`src/rtl/clksw_pkg.sv`:
```
package clksw_pkg;
  typedef enum logic [1:0] {
    SRC_RC   = 2'd0,
    SRC_MAIN = 2'd1,
    SRC_PLL  = 2'd2,
    SRC_SUB  = 2'd3
  } src_e;

  localparam int NUM_SRC = 4;
  localparam int SRC_W   = 2;
  localparam logic [NUM_SRC-1:0] EN_RESET = 4'b1011;

  typedef enum logic [1:0] {
    CH_IDLE = 2'd0,
    CH_WAIT = 2'd1,
    CH_SYNC = 2'd2
  } ch_state_e;
endpackage

```
`src/rtl/clksw_rc_stab.sv`:
```
module clksw_rc_stab #(
  parameter int STAB_CYCLES = 64
) (
  input  logic clk,
  input  logic rst,
  output logic done
);
  localparam int CW = $clog2(STAB_CYCLES + 1);
  localparam logic [CW-1:0] LIMIT = CW'(STAB_CYCLES);

  logic [CW-1:0] cnt_q;

  always_ff @(posedge clk) begin
    if (rst) begin
      cnt_q <= '0;
    end else if (cnt_q != LIMIT) begin
      cnt_q <= cnt_q + 1'b1;
    end
  end

  assign done = (cnt_q == LIMIT);
endmodule

```
`src/rtl/clksw_chan.sv`:
```
module clksw_chan
  import clksw_pkg::*;
#(
  parameter int SYNC_CYCLES = 4
) (
  input  logic               clk,
  input  logic               rst,
  input  logic               wr,
  input  logic [SRC_W-1:0]   wdata,
  input  logic [NUM_SRC-1:0] rdy_vec,
  input  logic               stop_rel,
  output logic [SRC_W-1:0]   sel_q,
  output logic [SRC_W-1:0]   mon_q,
  output logic [SRC_W-1:0]   mux_q,
  output logic               pending
);
  localparam int CW = (SYNC_CYCLES > 1) ? $clog2(SYNC_CYCLES) : 1;
  localparam logic [CW-1:0] LAST = CW'(SYNC_CYCLES - 1);

  ch_state_e     state_q;
  logic [CW-1:0] cnt_q;

  always_ff @(posedge clk) begin
    if (rst) begin
      state_q <= CH_IDLE;
      sel_q   <= SRC_RC;
      mon_q   <= SRC_RC;
      mux_q   <= SRC_RC;
      cnt_q   <= '0;
    end else if (wr) begin
      // a new request always drops whatever was under way
      sel_q   <= wdata;
      mux_q   <= mon_q;
      cnt_q   <= '0;
      state_q <= (wdata == mon_q) ? CH_IDLE : CH_WAIT;
    end else if (stop_rel) begin
      mux_q   <= sel_q;
      mon_q   <= sel_q;
      cnt_q   <= '0;
      state_q <= CH_IDLE;
    end else begin
      case (state_q)
        CH_WAIT: begin
          if (rdy_vec[sel_q]) begin
            mux_q   <= sel_q;
            cnt_q   <= '0;
            state_q <= CH_SYNC;
          end
        end
        CH_SYNC: begin
          if (cnt_q == LAST) begin
            mon_q   <= sel_q;
            state_q <= CH_IDLE;
          end else begin
            cnt_q <= cnt_q + 1'b1;
          end
        end
        default: ;
      endcase
    end
  end

  assign pending = (state_q != CH_IDLE);
endmodule

```
`src/rtl/clksw_src_en.sv`:
```
module clksw_src_en
  import clksw_pkg::*;
#(
  parameter int NUM_SYSCLK = 2
) (
  input  logic                        clk,
  input  logic                        rst,
  input  logic                        en_wr,
  input  logic [NUM_SRC-1:0]          en_wdata,
  input  logic [SRC_W*NUM_SYSCLK-1:0] sel_all,
  input  logic [SRC_W*NUM_SYSCLK-1:0] mon_all,
  input  logic [SRC_W*NUM_SYSCLK-1:0] mux_all,
  output logic [NUM_SRC-1:0]          src_en
);
  logic [NUM_SRC-1:0] en_q;
  logic [NUM_SRC-1:0] in_use;

  always_comb begin
    in_use = '0;
    for (int i = 0; i < NUM_SYSCLK; i++) begin
      in_use[sel_all[SRC_W*i +: SRC_W]] = 1'b1;
      in_use[mon_all[SRC_W*i +: SRC_W]] = 1'b1;
      in_use[mux_all[SRC_W*i +: SRC_W]] = 1'b1;
    end
  end

  always_ff @(posedge clk) begin
    if (rst) begin
      en_q   <= EN_RESET;
      src_en <= EN_RESET;
    end else begin
      if (en_wr) en_q <= en_wdata;
      src_en <= en_q | in_use;
    end
  end
endmodule

```
`src/rtl/sysclk_src_switch.sv`:
```
module sysclk_src_switch
  import clksw_pkg::*;
#(
  parameter int NUM_SYSCLK     = 2,
  parameter int SYNC_CYCLES    = 4,
  parameter int RC_STAB_CYCLES = 64,
  parameter int ADDR_W         = $clog2(NUM_SYSCLK + 1)
) (
  input  logic                        clk,
  input  logic                        rst,
  input  logic                        wr_en,
  input  logic [ADDR_W-1:0]           wr_addr,
  input  logic [3:0]                  wr_data,
  input  logic [3:0]                  src_rdy,
  input  logic                        stop_release,
  output logic [2*NUM_SYSCLK-1:0]     sel_rb,
  output logic [2*NUM_SYSCLK-1:0]     mon,
  output logic [2*NUM_SYSCLK-1:0]     mux_sel,
  output logic [NUM_SYSCLK-1:0]       pending,
  output logic [3:0]                  src_en,
  output logic                        access_ok
);
  localparam logic [ADDR_W-1:0] EN_ADDR = ADDR_W'(NUM_SYSCLK);

  logic               rc_done;
  logic [NUM_SRC-1:0] rdy_eff;
  logic [NUM_SYSCLK-1:0] settled;

  clksw_rc_stab #(.STAB_CYCLES(RC_STAB_CYCLES)) u_rc_stab (
    .clk  (clk),
    .rst  (rst),
    .done (rc_done)
  );

  assign rdy_eff = {src_rdy[3:1], src_rdy[0] & rc_done};

  for (genvar g = 0; g < NUM_SYSCLK; g++) begin : g_chan
    logic ch_wr;
    assign ch_wr = wr_en && (wr_addr == ADDR_W'(g));

    clksw_chan #(.SYNC_CYCLES(SYNC_CYCLES)) u_chan (
      .clk      (clk),
      .rst      (rst),
      .wr       (ch_wr),
      .wdata    (wr_data[SRC_W-1:0]),
      .rdy_vec  (rdy_eff),
      .stop_rel (stop_release),
      .sel_q    (sel_rb[SRC_W*g +: SRC_W]),
      .mon_q    (mon[SRC_W*g +: SRC_W]),
      .mux_q    (mux_sel[SRC_W*g +: SRC_W]),
      .pending  (pending[g])
    );

    assign settled[g] = (mon[SRC_W*g +: SRC_W] == sel_rb[SRC_W*g +: SRC_W]);
  end

  clksw_src_en #(.NUM_SYSCLK(NUM_SYSCLK)) u_src_en (
    .clk      (clk),
    .rst      (rst),
    .en_wr    (wr_en && (wr_addr == EN_ADDR)),
    .en_wdata (wr_data),
    .sel_all  (sel_rb),
    .mon_all  (mon),
    .mux_all  (mux_sel),
    .src_en   (src_en)
  );

  assign access_ok = &settled;
endmodule

```
`config.mk`:
```
export PLATFORM = sky130hd
export DESIGN_NAME = sysclk_src_switch
export DESIGN_NICKNAME = d
export VERILOG_FILES = /design/src/rtl/clksw_pkg.sv /design/src/rtl/clksw_rc_stab.sv /design/src/rtl/clksw_chan.sv /design/src/rtl/clksw_src_en.sv /design/src/rtl/sysclk_src_switch.sv
export SDC_FILE = /design/constraint.sdc
export NUM_CORES = 1
export LEC_CHECK = 0
export ABC_AREA = 0
export BUFFER_PORTS_ARGS = -buffer_cell sky130_fd_sc_hd__buf_2
export CORE_UTILIZATION = 56
export CTS_CLUSTER_DIAMETER = 40
export CTS_CLUSTER_SIZE = 40
export DETAILED_ROUTE_END_ITERATION = 10
export PLACE_DENSITY_LB_ADDON = 0.08
export SLEW_MARGIN = 30
export SYNTH_ARGS = -nofsm -noshare
export SYNTH_HDL_FRONTEND = slang
export SYNTH_HIERARCHICAL = 1
export SYNTH_SLANG_ARGS = --single-unit
```
`constraint.sdc`:
```
create_clock -name clk -period 3.43 [get_ports clk]
set_clock_uncertainty 0.2 [all_clocks]
set_input_delay 0.343 -clock clk [delete_from_list [all_inputs] [get_ports clk]]
set_output_delay 0.343 -clock clk [all_outputs]
set_load 0.005 [all_outputs]
```
# Word-level counts from Yosys, hierarchy flattened
# Cells that the tools add are included.
[totals]
out_inout_bits = 19
wordCells = 142
ff_bits = 35
[classes]
eq_ne = 22
mux = 48
addsub = 3
reduce_logical = 35
bitwise = 9
order_cmp = 12
[ops]
columns = ["op", "n"]
rows = [
  ["2-bit two-way mux", 26],
  ["4-bit OR", 6],
  ["2-bit by 3-bit < comparator with 1-bit output (second input constant)", 6],
  ["3-bit AND reduction", 6],
  ["4-bit by 3-bit != test with 1-bit output (second input constant)", 4],
  ["2-bit one-hot mux with 2 select lines", 4],
  ["2-bit nonzero test", 8],
  ["1-bit demux with 2-bit select", 6],
  ["2-bit by 1-bit >= comparator with 1-bit output (second input constant)", 6],
  ["3-bit nonzero test", 4],
  ["2-bit == test (second input constant)", 5],
  ["1-bit two-way mux", 10],
  ["1-bit logical AND", 9],
  ["2-bit == test", 4],
  ["4-bit nonzero test", 2],
  ["7-bit by 1-bit adder with 7-bit output (second input constant)", 1],
  ["7-bit == test (second input constant)", 1],
  ["7-bit != test (second input constant)", 1],
  ["2-bit by 1-bit == test with 1-bit output (second input constant)", 3],
  ["2-bit AND reduction", 3],
  ["3-bit OR reduction", 2],
  ["2-bit by 1-bit adder with 2-bit output (second input constant)", 2],
  ["1-bit binary-select mux with 2-bit select", 2],
  ["2-bit by 1-bit != test with 1-bit output (second input constant)", 2],
  ["4 further kinds", 6],
]

# Logic depth before layout (Yosys ltp)
# Gate-level depths: netlist of the first run.
[logic_depth]
ltp_word = 10
ltp_mapped = 9
depth_no_buf = 9

# By module
# Netlist of the first run, hierarchy kept.
[modules_own_cells]
columns = ["module", "cells_per_inst", "instances", "area_each_um2", "seq_area_each_um2"]
rows = [
  ["clksw_chan", 71, 2, 595.6, 200.2],
  ["clksw_src_en", 45, 1, 387.9, 160.2],
  ["clksw_rc_stab", 37, 1, 346.6, 140.1],
  ["sysclk_src_switch", 10, 1, 77.6, 0.0],
]

# Worst setup path before layout of the first run
# No wires, ideal clock.
[synth_path]
path_type = "register to register"
from = "register u_rc_stab.cnt_q[0]"
to = "register g_chan[0].u_chan.cnt_q[0]"
n_path_buf = 0
t_required_ns = 3.108
path_stages_with_launch = 10
setup_ns = 0.122
setup_slack_ns = 0.948
arrival_ns = 2.160
period_less_slack_ns = 2.482
path_cell_list = "dfxtp_1 inv_1 ha_1 or4b_1 nor3b_4 and2_1 mux2i_1 a22oi_4 o21ai_1 a311o_1"
[synth_via]
elab_chain_cells = 6
[synth_rtl]
columns = ["item", "line", "rtl"]
rows = [
  ["from (decl)", "clksw_rc_stab.sv:11", "logic [CW-1:0] cnt_q;"],
  ["from (signal assigned)", "clksw_rc_stab.sv:17", "cnt_q <= cnt_q + 1'b1;"],
  ["7-bit == test", "clksw_rc_stab.sv:21", "assign done = (cnt_q == LIMIT);"],
  ["via rc_done", "sysclk_src_switch.sv:25", "logic rc_done;"],
  ["1-bit AND", "sysclk_src_switch.sv:35", "assign rdy_eff = {src_rdy[3:1], src_rdy[0] & rc_done};"],
  ["via rdy_eff[0]", "sysclk_src_switch.sv:26", "logic [NUM_SRC-1:0] rdy_eff;"],
  ["1-bit binary-select mux with 2-bit select", "clksw_chan.sv:44", "if (rdy_vec[sel_q]) begin"],
  ["1-bit two-way mux (not written as such)", "clksw_chan.sv:44", ""],
  ["2-bit by 1-bit != test with 1-bit output (no source line)", "n/a", ""],
  ["3-bit AND reduction (no source line)", "n/a", ""],
  ["to (signal assigned)", "clksw_chan.sv:55", "cnt_q <= cnt_q + 1'b1;"],
  ["to (decl)", "clksw_chan.sv:21", "logic [CW-1:0] cnt_q;"],
]
# The timed path passes the listed nets, and every way through them passes these cells. The select of a mux whose other input is x is not followed.
# A chain may end at the register's enable or synchronous reset.

# Worst setup path after layout of the first run
[layout_path]
from = "register u_rc_stab.cnt_q[0]"
to = "register g_chan[1].u_chan.cnt_q[0]"
[layout_via]
elab_chain_cells = 6
[layout_rtl]
columns = ["item", "line"]
rows = [
  ["7-bit == test", "clksw_rc_stab.sv:21"],
  ["via rc_done", "sysclk_src_switch.sv:25"],
  ["1-bit AND", "sysclk_src_switch.sv:35"],
  ["via rdy_eff[0]", "sysclk_src_switch.sv:26"],
  ["1-bit binary-select mux with 2-bit select", "clksw_chan.sv:44"],
  ["1-bit two-way mux (not written as such)", "clksw_chan.sv:44"],
  ["2-bit by 1-bit != test with 1-bit output (no source line)", "n/a"],
  ["3-bit AND reduction (no source line)", "n/a"],
  ["to (signal assigned)", "clksw_chan.sv:55"],
  ["to (decl)", "clksw_chan.sv:21"],
]
# The timed path passes the listed nets, and every way through them passes these cells. The select of a mux whose other input is x is not followed.

==> results of run 1 <==
## worst min-delay path by stage
| stage | to | slack (ns) | cells past startpoint |
|---|---|---|---|
| after floorplan | u_src_en/src_en[3] | 0.23 | 2 |
| after detailed placement | g_chan[0].u_chan/cnt_q[1] | 0.27 | 2 |
| after global routing | u_src_en/en_q[2] | 0.06 | 3 |
| after CTS | u_src_en/en_q[2] | 0.03 | 3 |
| after global placement | g_chan[1].u_chan/cnt_q[1] | 0.26 | 2 |
| final | u_src_en/en_q[2] | 0.04 | 3 |
## cells by family (layout without fill, tap and decap cells)
family,count (synthesis),after routing
simple gates,91,91
xor+xnor,11,11
buf+inv,22,58
mux,9,9
flops,35,35
fa+ha+maj,10,10
compound gates,56,56
## power breakdown
part | internal (mW) | total (mW) | leakage (nW) | switching (mW)
Sequential | 0.420 | 0.438 | 0.285 | 0.0174
Combinational | 0.0477 | 0.101 | 0.586 | 0.0537
Clock | 0.121 | 0.253 | 0.0386 | 0.133
Total | 0.589 | 0.792 | 0.910 | 0.204
## per-stage QoR
stage | hold slack (ns) | instance area (um2)
floorplan | 0.229 | 2000
global placement | 0.255 | 2200
detailed placement | 0.268 | 2200
CTS | 0.0330 | 2280
global route | 0.0600 | 2280
finish | 0.0443 | 2280
## cell usage after synthesis (2+ instances only)
| library cell | number |
|---|---|
| or2b_1 | 2 |
| nor2b_1 | 7 |
| a211o_1 | 3 |
| nor3_1 | 6 |
| a21oi_1 | 16 |
| or3_1 | 2 |
| xor2_1 | 6 |
| nand3_1 | 6 |
| dfxtp_1 | 35 |
| a31oi_1 | 5 |
| and3_1 | 4 |
| and2_1 | 3 |
| a22oi_4 | 2 |
| o211ai_1 | 3 |
| inv_1 | 16 |
| a31o_2 | 2 |
| and3_2 | 2 |
| ha_1 | 10 |
| nand2_1 | 25 |
| nand2b_1 | 12 |
| o21bai_1 | 4 |
| xnor2_1 | 5 |
| o221ai_1 | 2 |
| o21ai_1 | 2 |
| a222oi_1 | 3 |
| nand4b_1 | 2 |
| nor4b_1 | 2 |
| nor2_1 | 11 |
| a22oi_1 | 2 |
| o21ai_0 | 8 |
| a311o_1 | 2 |
| mux2i_1 | 8 |
| clkbuf_1 | 4 |
## critical path: cells and delay by family (launching register included)
family,cells,cell delay (ns)
buf+inv,1,0.08
fa+ha+maj,1,0.15
mux,1,0.12
simple gates,3,1.00
compound gates,3,0.68
flops,1,0.34
## final cells by class
class	instances	area, um2
multi-input combinational	177	1220
fill	294	1110
sequential	35	701
timing repair buffer	34	178
clock buffer	8	68.8
inverter	16	60.1
tap	46	57.6
## state kept, by name, indices dropped and copies added, names as in the netlist
name / flops
u_rc_stab/cnt_q: 7
u_src_en/src_en: 4
u_src_en/en_q: 4
g_chan.u_chan/mon_q: 4
g_chan.u_chan/sel_q: 4
g_chan.u_chan/cnt_q: 4
g_chan.u_chan/state_q: 4
g_chan.u_chan/mux_q: 4
## timing repair
action	in CTS	in global routing
hold buffers	1	0
endpoints found under the hold margin	1	0
endpoints found under the setup margin	0	0
## routing by layer
metal / vias up / part of all wire / GRT usage
li1: 904 / - / -
met1: 803 / 0.48 / 0.313
met2: 46 / 0.47 / 0.387
met3: 4 / 0.043 / 0.0538
met4: 0 / 0.0082 / 0.0825
met5: - / 0 / 0
==> results.toml, run 1 <==
[setup_path]
reg2reg_depth = 9
worstPathArrival_ns = 2.71
cp_data_required_time_ns = 3.46
path_cells = "inv_1 > ha_1 > or4b_1 > nor3b_4 > and2_1 > mux2i_1 > a22oi_4 > o21ai_1 > a311o_1"
regToRegSetupSlack_ns = 0.75
endpoint_kind = "flip-flop"
crit_start = "u_rc_stab/cnt_q[0]"
r2r-start = "u_rc_stab/cnt_q[0]"
setup.worst_path.class = "reg2reg"
cp_slowest_stage_delay_ns = 0.48
crit_fanout = 6
timing.rr.end = "g_chan[1].u_chan/cnt_q[0]"
critical_path.slowest_cell = "or4b_1"
endpoint = "g_chan[1].u_chan/cnt_q[0]"
cp-start-kind = "flip-flop"

[final_layout]
final_util = 0.674
drive_above_1_share = 0.181
most-common-layout-cells = "dfxtp_1 (35), buf_2 (32), nand2_1 (25)"
finalNonFillerCells = 316
nNetsFinal = 293
synthToLayoutAreaGrowth_pct = 14.0
final_common_cell = "dfxtp_1"
antenna_cells = 0

[die]
rows = 21
dieWidth_um = 61.8
ioPinCount = 33
die_h_um = 61.8
start_util = 0.591
dieArea_mm2 = 0.00382
core_mm2 = 0.00339

[logic_synthesis]
synth_seq_cells = 35
yosys_most_used_dff = "dfxtp_1"
synthTopCellsByArea = "dfxtp_1 (35%), ha_1 (6.2%), nand2_1 (4.7%)"
synth-edff-count = 0
synth-simple-area-share = 0.252
synth-xor-area-share = 0.0481
avgSynthCellArea_um2 = 8.56
syn_area_mm2 = 0.00200
netlist_instances = 234
synth_mux_area_frac = 0.0475
synth_compound_area_frac = 0.198
ys_seq_area_frac = 0.350
synth_top_area_cell = "dfxtp_1"
synth_top_family_by_area = "simple AND/OR/NAND/NOR gates"
yosysTopAreaCellShare = 0.350
async_flop_share = 0
ys_warn_count = 6
synthDistinctLibCells = 45
syn-num-nets = 258
synth_adder_area_share = 0.0625

[placement]
gp_congestion = 0.769
dp_hpwl_um = 2970
placed_cells = 307
pre_cts_slack_ns = 0.772
io_buffers = 32

[pwr]
finalPower_mw = 0.792
p_per_area_mw_per_mm2 = 347
vdd_drop_max_mv = 0.204
p_leak_nw = 0.910

[sta]
max_freq_ghz = 0.373
rsz0062_at_grt = "false"
hold_violations = 0
worstMarginPinSlew_ns = 0.612
slew_violations = 0
setup_violations = 0
post-route-min-period_ns = 2.68
relSlewSlack = 0.589
setup_tns_ns = 0
finalCritPeriodShare = 0.781
timing.final.ws_setup_ns = 0.751

[global_route]
grt_overflow_total = 0
antenna_found_initial = 0
first_global_vias = 1465
grt_pass1_wl_um = 6680
globalRouteTotalUtil = 0.239
grt_max_degree = 36

[detailed_routing]
avgViaCountPerCell = 5.56
detail_route.wl_per_cell_um = 13.1
ant_nets = 0
wirelength_um = 4140
via_count = 1757
drc_errors = 0
drt_iter0_drc = 156
dr.pass1.iters = 4

[hold_path]
hp-class = "in2reg"
hp-start = "wr_data[2]"

[cts]
cts_sinks = 35
cts_setup_buffers = 0
clockBufferDepth = 2
clkSlewWorstSetupHoldPaths_ns = 0.10
htree_num_levels = 2
cts_root_buf = "clkbuf_4"
clock_latency_ns = 0.33
cts_buffers = 5
cts_tree = "yes"
cts.repair.resized = 0

[status]
status = "finished, final reports clean"

[run]
max-cap-violations = 0
No activity file was read; power rests on OpenSTA's default activity.
==> inputs of run 2 (changes only) <==
- ABC_AREA: 0 -> 1
- clock period: 3.43 -> 2.8 ns (I/O delays scaled with it)
==> run 2 against run 1 <==
Effect of this change: register-to-register slack improved by 0.25 ns; cell count rose by 25%; maximum frequency grew 49%; non-clock buffer count down 1; critical path depth is 3 higher; clock power rose by 60%; synthesized cell count is 33% higher.
==> results.toml, run 2 <==
[pwr]
finalPower_mw = 1.10
power.switching_mw = 0.293
vdd_drop_max_mv = 0.233
swShare = 0.267
internal-power_mw = 0.804
clkPwrFrac = 0.368
p_leak_nw = 1.10
p_seq_frac = 0.494
p_per_area_mw_per_mm2 = 459
power_frac_comb = 0.138

[logic_synthesis]
ys_warn_count = 6
synthTopCellsByCount = "nand2_1 (84), inv_1 (45), nor2_1 (42), dfxtp_1 (35), nand3_1 (18)"
yosys_most_used_dff = "dfxtp_1"
async_flop_share = 0
netlist_instances = 311
synth_top_area_cell = "dfxtp_1"
syn-num-nets = 335
syn_area_mm2 = 0.00208
synth-edff-count = 0
synthDistinctLibCells = 25
synthTopCellsByArea = "dfxtp_1 (34%), nand2_1 (15%), inv_1 (8.1%)"
yosysMostFrequentCell = "nand2_1"
synth_seq_cells = 35
yosysTopAreaCellShare = 0.336
ys_seq_area_frac = 0.336
avgSynthCellArea_um2 = 6.70

[global_route]
antenna_found_initial = 0
globalRouteTotalUtil = 0.247
grt_overflow_total = 0
first_global_vias = 1824
grt_max_degree = 28
grt_pass1_wl_um = 7670

[final_layout]
stdcell_area_mm2 = 0.00239
antenna_cells = 0
nNetsFinal = 371
most-common-layout-cells = "nand2_1 (84), inv_1 (45), nor2_1 (42)"
top_register = "u_rc_stab/cnt_q"
synthToLayoutAreaGrowth_pct = 14.8
final_common_cell = "nand2_1"
drive_above_1_share = 0.187
largest_reg_flops = 7
fillCellCount = 310

[die]
core_mm2 = 0.00344
dieWidth_um = 63.0
start_util = 0.606
dieArea_mm2 = 0.00397
rows = 21
die_h_um = 63.0
ioPinCount = 33

[setup_path]
cp_data_required_time_ns = 2.81
worstPathArrival_ns = 1.81
cp-start-kind = "flip-flop"
setup.worst_path.class = "reg2reg"
cp_slowest_stage_delay_ns = 0.34
regToRegSetupSlack_ns = 1.00
path_cells = "inv_1 > ha_1 > nand2_1 > nor2_4 > nand2_1 > inv_1 > nand2_1 > nand3_2 > nand3_1 > nand2_1 > nand2_1 > a21oi_1"
critical_path.slowest_cell = "dfxtp_1"
critical_path_buf_inv_count = 2
crit_fanout = 4
cp.depth = 12
reg2reg_depth = 12
crit_family = "simple AND/OR/NAND/NOR gates"
crit_top_cell = "nand2_1"
endpoint_kind = "flip-flop"

[cts]
clkSlewWorstSetupHoldPaths_ns = 0.07
cts_hold_buf = 0
cts.repair.resized = 0
cts_root_buf = "clkbuf_8"
htree_num_levels = 2
cts_setup_buffers = 0
cts_buffers = 5
clock_latency_ns = 0.29
cts_sinks = 35
clockBufferDepth = 2
cts_tree = "yes"

[detailed_routing]
drc_errors = 0
wirelength_um = 4340
avgViaCountPerCell = 4.97
detail_route.wl_per_cell_um = 11.0
dr.pass1.iters = 4
drt_iter0_drc = 141
via_count = 1958
ant_nets = 0

[sta]
relSlewSlack = 0.571
setup_violations = 0
timing.final.ws_setup_ns = 1.00
hold_violations = 0
finalCritPeriodShare = 0.643
slew_violations = 0
setup_tns_ns = 0
rsz0062_at_grt = "false"
max_freq_ghz = 0.556
worstMarginPinSlew_ns = 0.641
post-route-min-period_ns = 1.80

[run]
max-cap-violations = 0

[placement]
gp_congestion = 0.760
placed_area_mm2 = 0.00229
pre_cts_slack_ns = 1.04
io_buffers = 32
dp_hpwl_um = 3230

[hold_path]
hp-class = "in2reg"
min_path_cells = 3

[status]
status = "finished, final reports clean"
[run 2: cell types whose count changed after synthesis, sizes merged, moves of 4 or more]
cell / change
nand3: +17
o21bai: -4
nand2: +67
and3: -6
mux2i: -8
nor2b: -7
nand2b: -12
nor2: +37
inv: +31
a31oi: -5
a21oi: +5
a22oi: -4
[run 2: kinds of logic (layout without fill, tap and decap cells)]
| logic type | after synthesis | after routing | synth area share |
|---|---|---|---|
| adder cells (fa/ha/maj) | 10 | 10 | 0.0600 |
| XOR/XNOR | 9 | 9 | 0.0378 |
| AND/OR/NAND/NOR | 170 | 170 | 0.371 |
| AO/OA/AOI/OAI | 36 | 36 | 0.102 |
| buffers and inverters | 51 | 88 | 0.0930 |
| flip-flops | 35 | 35 | 0.336 |
[run 2: cell type report]
cell class / count / area [um2] / area share
timing repair buffer: 33 / 168 / 0.0701
clock buffer: 8 / 100 / 0.0418
sequential: 35 / 701 / 0.293
inverter: 47 / 176 / 0.0737
tap: 46 / 57.6 / 0.0241
multi-input combinational: 225 / 1190 / 0.497
[run 2: path summary, 6_finish.rpt]
path / start / to
max: u_rc_stab/cnt_q[0] / g_chan[1].u_chan/mux_q[1]
min: wr_data[3] / u_src_en/en_q[3]
max reg2reg: u_rc_stab/cnt_q[0] / g_chan[1].u_chan/mux_q[1]
min reg2reg: u_src_en/en_q[0] / u_src_en/en_q[0]
[run 2: power by group through the flow]
stage	clock, mW	combinational, mW	sequential [mW]
after detailed placement	0	0.151	0.553
after global routing	0.431	0.175	0.545
after CTS	0.412	0.152	0.542
final	0.404	0.151	0.542
after global placement	0	0.149	0.552
after floorplan	0	0.105	0.548
[run 2: tightest hold or removal path, stage by stage]
cell and delay (ns):
buf_2 0.08, a21oi_1 0.05, o21ai_0 0.07
[run 2: metal layers]
layer	up-vias	share of wire	track usage
li1	1036	-	-
met1	885	0.49	0.278
met2	28	0.46	0.427
met3	9	0.030	0.0511
met4	0	0.020	0.142
met5	-	0	0
[run 2: per-stage QoR]
step	util	instances	hold slack (ns)
floorplan	-	311	0.149
global placement	0.666	386	0.237
detailed placement	0.666	386	0.249
CTS	0.695	394	0.0156
global route	0.695	394	0.0346
finish	0.695	394	0.0180
==> inputs of run 3 (changes only) <==
- clock period: 2.8 -> 1.8 ns (I/O delays scaled with it)
==> run 3 against run 2 <==
Effect of this change: critical path depth did not move; clock-buffer cell count fell by 3; first-iteration DRC count fell by 6.4%; critical path type unchanged; largest cell class unchanged; highest routed layer unchanged.
==> results.toml, run 3 (synthesis gave the netlist of run 2 again) <==
[detailed_routing]
detail_route.wl_per_cell_um = 11.4
dr.pass1.iters = 4
drc_errors = 0
drt_iter0_drc = 132
via_count = 2004
ant_nets = 0
avgViaCountPerCell = 4.94
wirelength_um = 4630

[cts]
cts_sinks = 35
clkSlewWorstSetupHoldPaths_ns = 0.07
clockBufferDepth = 2
cts_tree = "yes"
cts_buffers = 5
cts_root_buf = "clkbuf_8"
htree_num_levels = 2
clock_latency_ns = 0.28

[sta]
worstMarginPinSlew_ns = 0.549
max_freq_ghz = 0.574
hold_violations = 0
slew_violations = 0
post-route-min-period_ns = 1.74
timing.final.ws_setup_ns = 0.0580
relSlewSlack = 0.634
setup_violations = 0
finalCritPeriodShare = 0.968

[placement]
dp_hpwl_um = 3320
gp_congestion = 0.760
pre_cts_slack_ns = 0.00719
io_buffers = 32

[setup_path]
reg2reg_depth = 12
r2r-start = "u_rc_stab/cnt_q[1]"
cp_data_required_time_ns = 1.81
timing.rr.end = "g_chan[1].u_chan/mux_q[1]"
crit_fanout = 3
regToRegSetupSlack_ns = 0.06
worstPathArrival_ns = 1.75
cp-start-kind = "flip-flop"
endpoint = "g_chan[1].u_chan/mux_q[1]"
setup.worst_path.class = "reg2reg"
cp.depth = 12
critical_path_buf_inv_count = 2
crit_family = "simple AND/OR/NAND/NOR gates"
critical_path.slowest_cell = "dfxtp_2"
crit_start = "u_rc_stab/cnt_q[1]"
cp_slowest_stage_delay_ns = 0.33
crit_top_cell = "nand2_2"
endpoint_kind = "flip-flop"
path_cells = "inv_2 > ha_4 > nand2_2 > nor2_4 > nand2_2 > inv_2 > nand2_1 > nand3_2 > nand3_1 > nand2_2 > nand2_1 > a21oi_1"

[global_route]
grt_overflow_total = 0
grt_pass1_wl_um = 7800
antenna_found_initial = 0
first_global_vias = 1787
grt_max_degree = 28
globalRouteTotalUtil = 0.249

[die]
dieWidth_um = 63.0
die_h_um = 63.0
start_util = 0.606
dieArea_mm2 = 0.00397
rows = 21
core_mm2 = 0.00344
ioPinCount = 33

[final_layout]
fillCellCount = 292
nNetsFinal = 383
antenna_cells = 0
largest_reg_flops = 7
top_register = "u_rc_stab/cnt_q"
final_util = 0.742
most-common-layout-cells = "nand2_1 (80), inv_1 (42), nor2_1 (42)"
final_common_cell = "nand2_1"
drive_above_1_share = 0.242
synthToLayoutAreaGrowth_pct = 22.5

[status]
status = "finished, final reports clean"

[pwr]
p_per_area_mw_per_mm2 = 764
p_leak_nw = 1.17
vdd_drop_max_mv = 0.489

[hold_path]
hp-class = "in2reg"

[run]
max-cap-violations = 0
-- run 3: final cells by class --
type / instances / area (um2) / area share
multi-input combinational: 225 / 1220 / 0.477
sequential: 35 / 703 / 0.275
timing repair buffer: 45 / 263 / 0.103
clock buffer: 5 / 68.8 / 0.0269
clock inverter: 3 / 67.6 / 0.0265
tap: 46 / 57.6 / 0.0225
inverter: 47 / 176 / 0.0691
-- run 3: per-stage QoR --
stage          instances  hold WS, ns  cell area, um2  setup TNS, ns  total power, mW
6_report             406       0.0141            2550              0             1.95
5_1_grt              406      0.00432            2550        -0.0437             2.04
4_1_cts              402      0.00429            2490              0             1.94
3_5_place_dp         391        0.216            2330              0             1.10
3_3_place_gp         391        0.191            2330              0             1.10
2_1_floorplan        311       0.0491            2080              0             1.02
-- run 3: per-layer routing --
metal | share of wire | vias to the layer above | track usage
li1 | - | 1062 | -
met1 | 0.47 | 901 | 0.298
met2 | 0.49 | 37 | 0.440
met3 | 0.037 | 4 | 0.0620
met4 | 0.0048 | 0 | 0.0610
met5 | 0 | - | 0
-- run 3: what timing repair did --
item	4_1_cts	5_1_grt
pin swaps	2	4
hold buffers	2	0
endpoints found under the setup margin	5	12
endpoints found under the hold margin	2	0
setup buffers	1	4
resized for setup	1	11
-- run 3: how the worst min path moves through the flow --
stage | startpoint | cells past startpoint | endpoint | slack (ns)
finish | wr_data[0] | 3 | g_chan[1].u_chan/sel_q[0] | 0.01
global route | wr_data[0] | 3 | g_chan[0].u_chan/sel_q[0] | 0.004
CTS | wr_data[0] | 3 | g_chan[1].u_chan/sel_q[0] | 0.004
detailed placement | wr_data[3] | 3 | u_src_en/en_q[3] | 0.22
global placement | wr_data[3] | 3 | u_src_en/en_q[3] | 0.19
floorplan | rst | 1 | u_rc_stab/cnt_q[5] | 0.05
-- run 3: worst min-delay path: cells and delay by family --
family	cells	cell delay, ns
buffers and inverters	1	0.15
AOI/OAI and AO/OA	1	0.05
and+or+nand+nor	1	0.07
-- run 3: power by group --
| group | internal (mW) | switching, mW |
|---|---|---|
| clock network | 0.552 | 0.286 |
| registers | 0.804 | 0.0347 |
| logic | 0.120 | 0.154 |
| total | 1.48 | 0.475 |
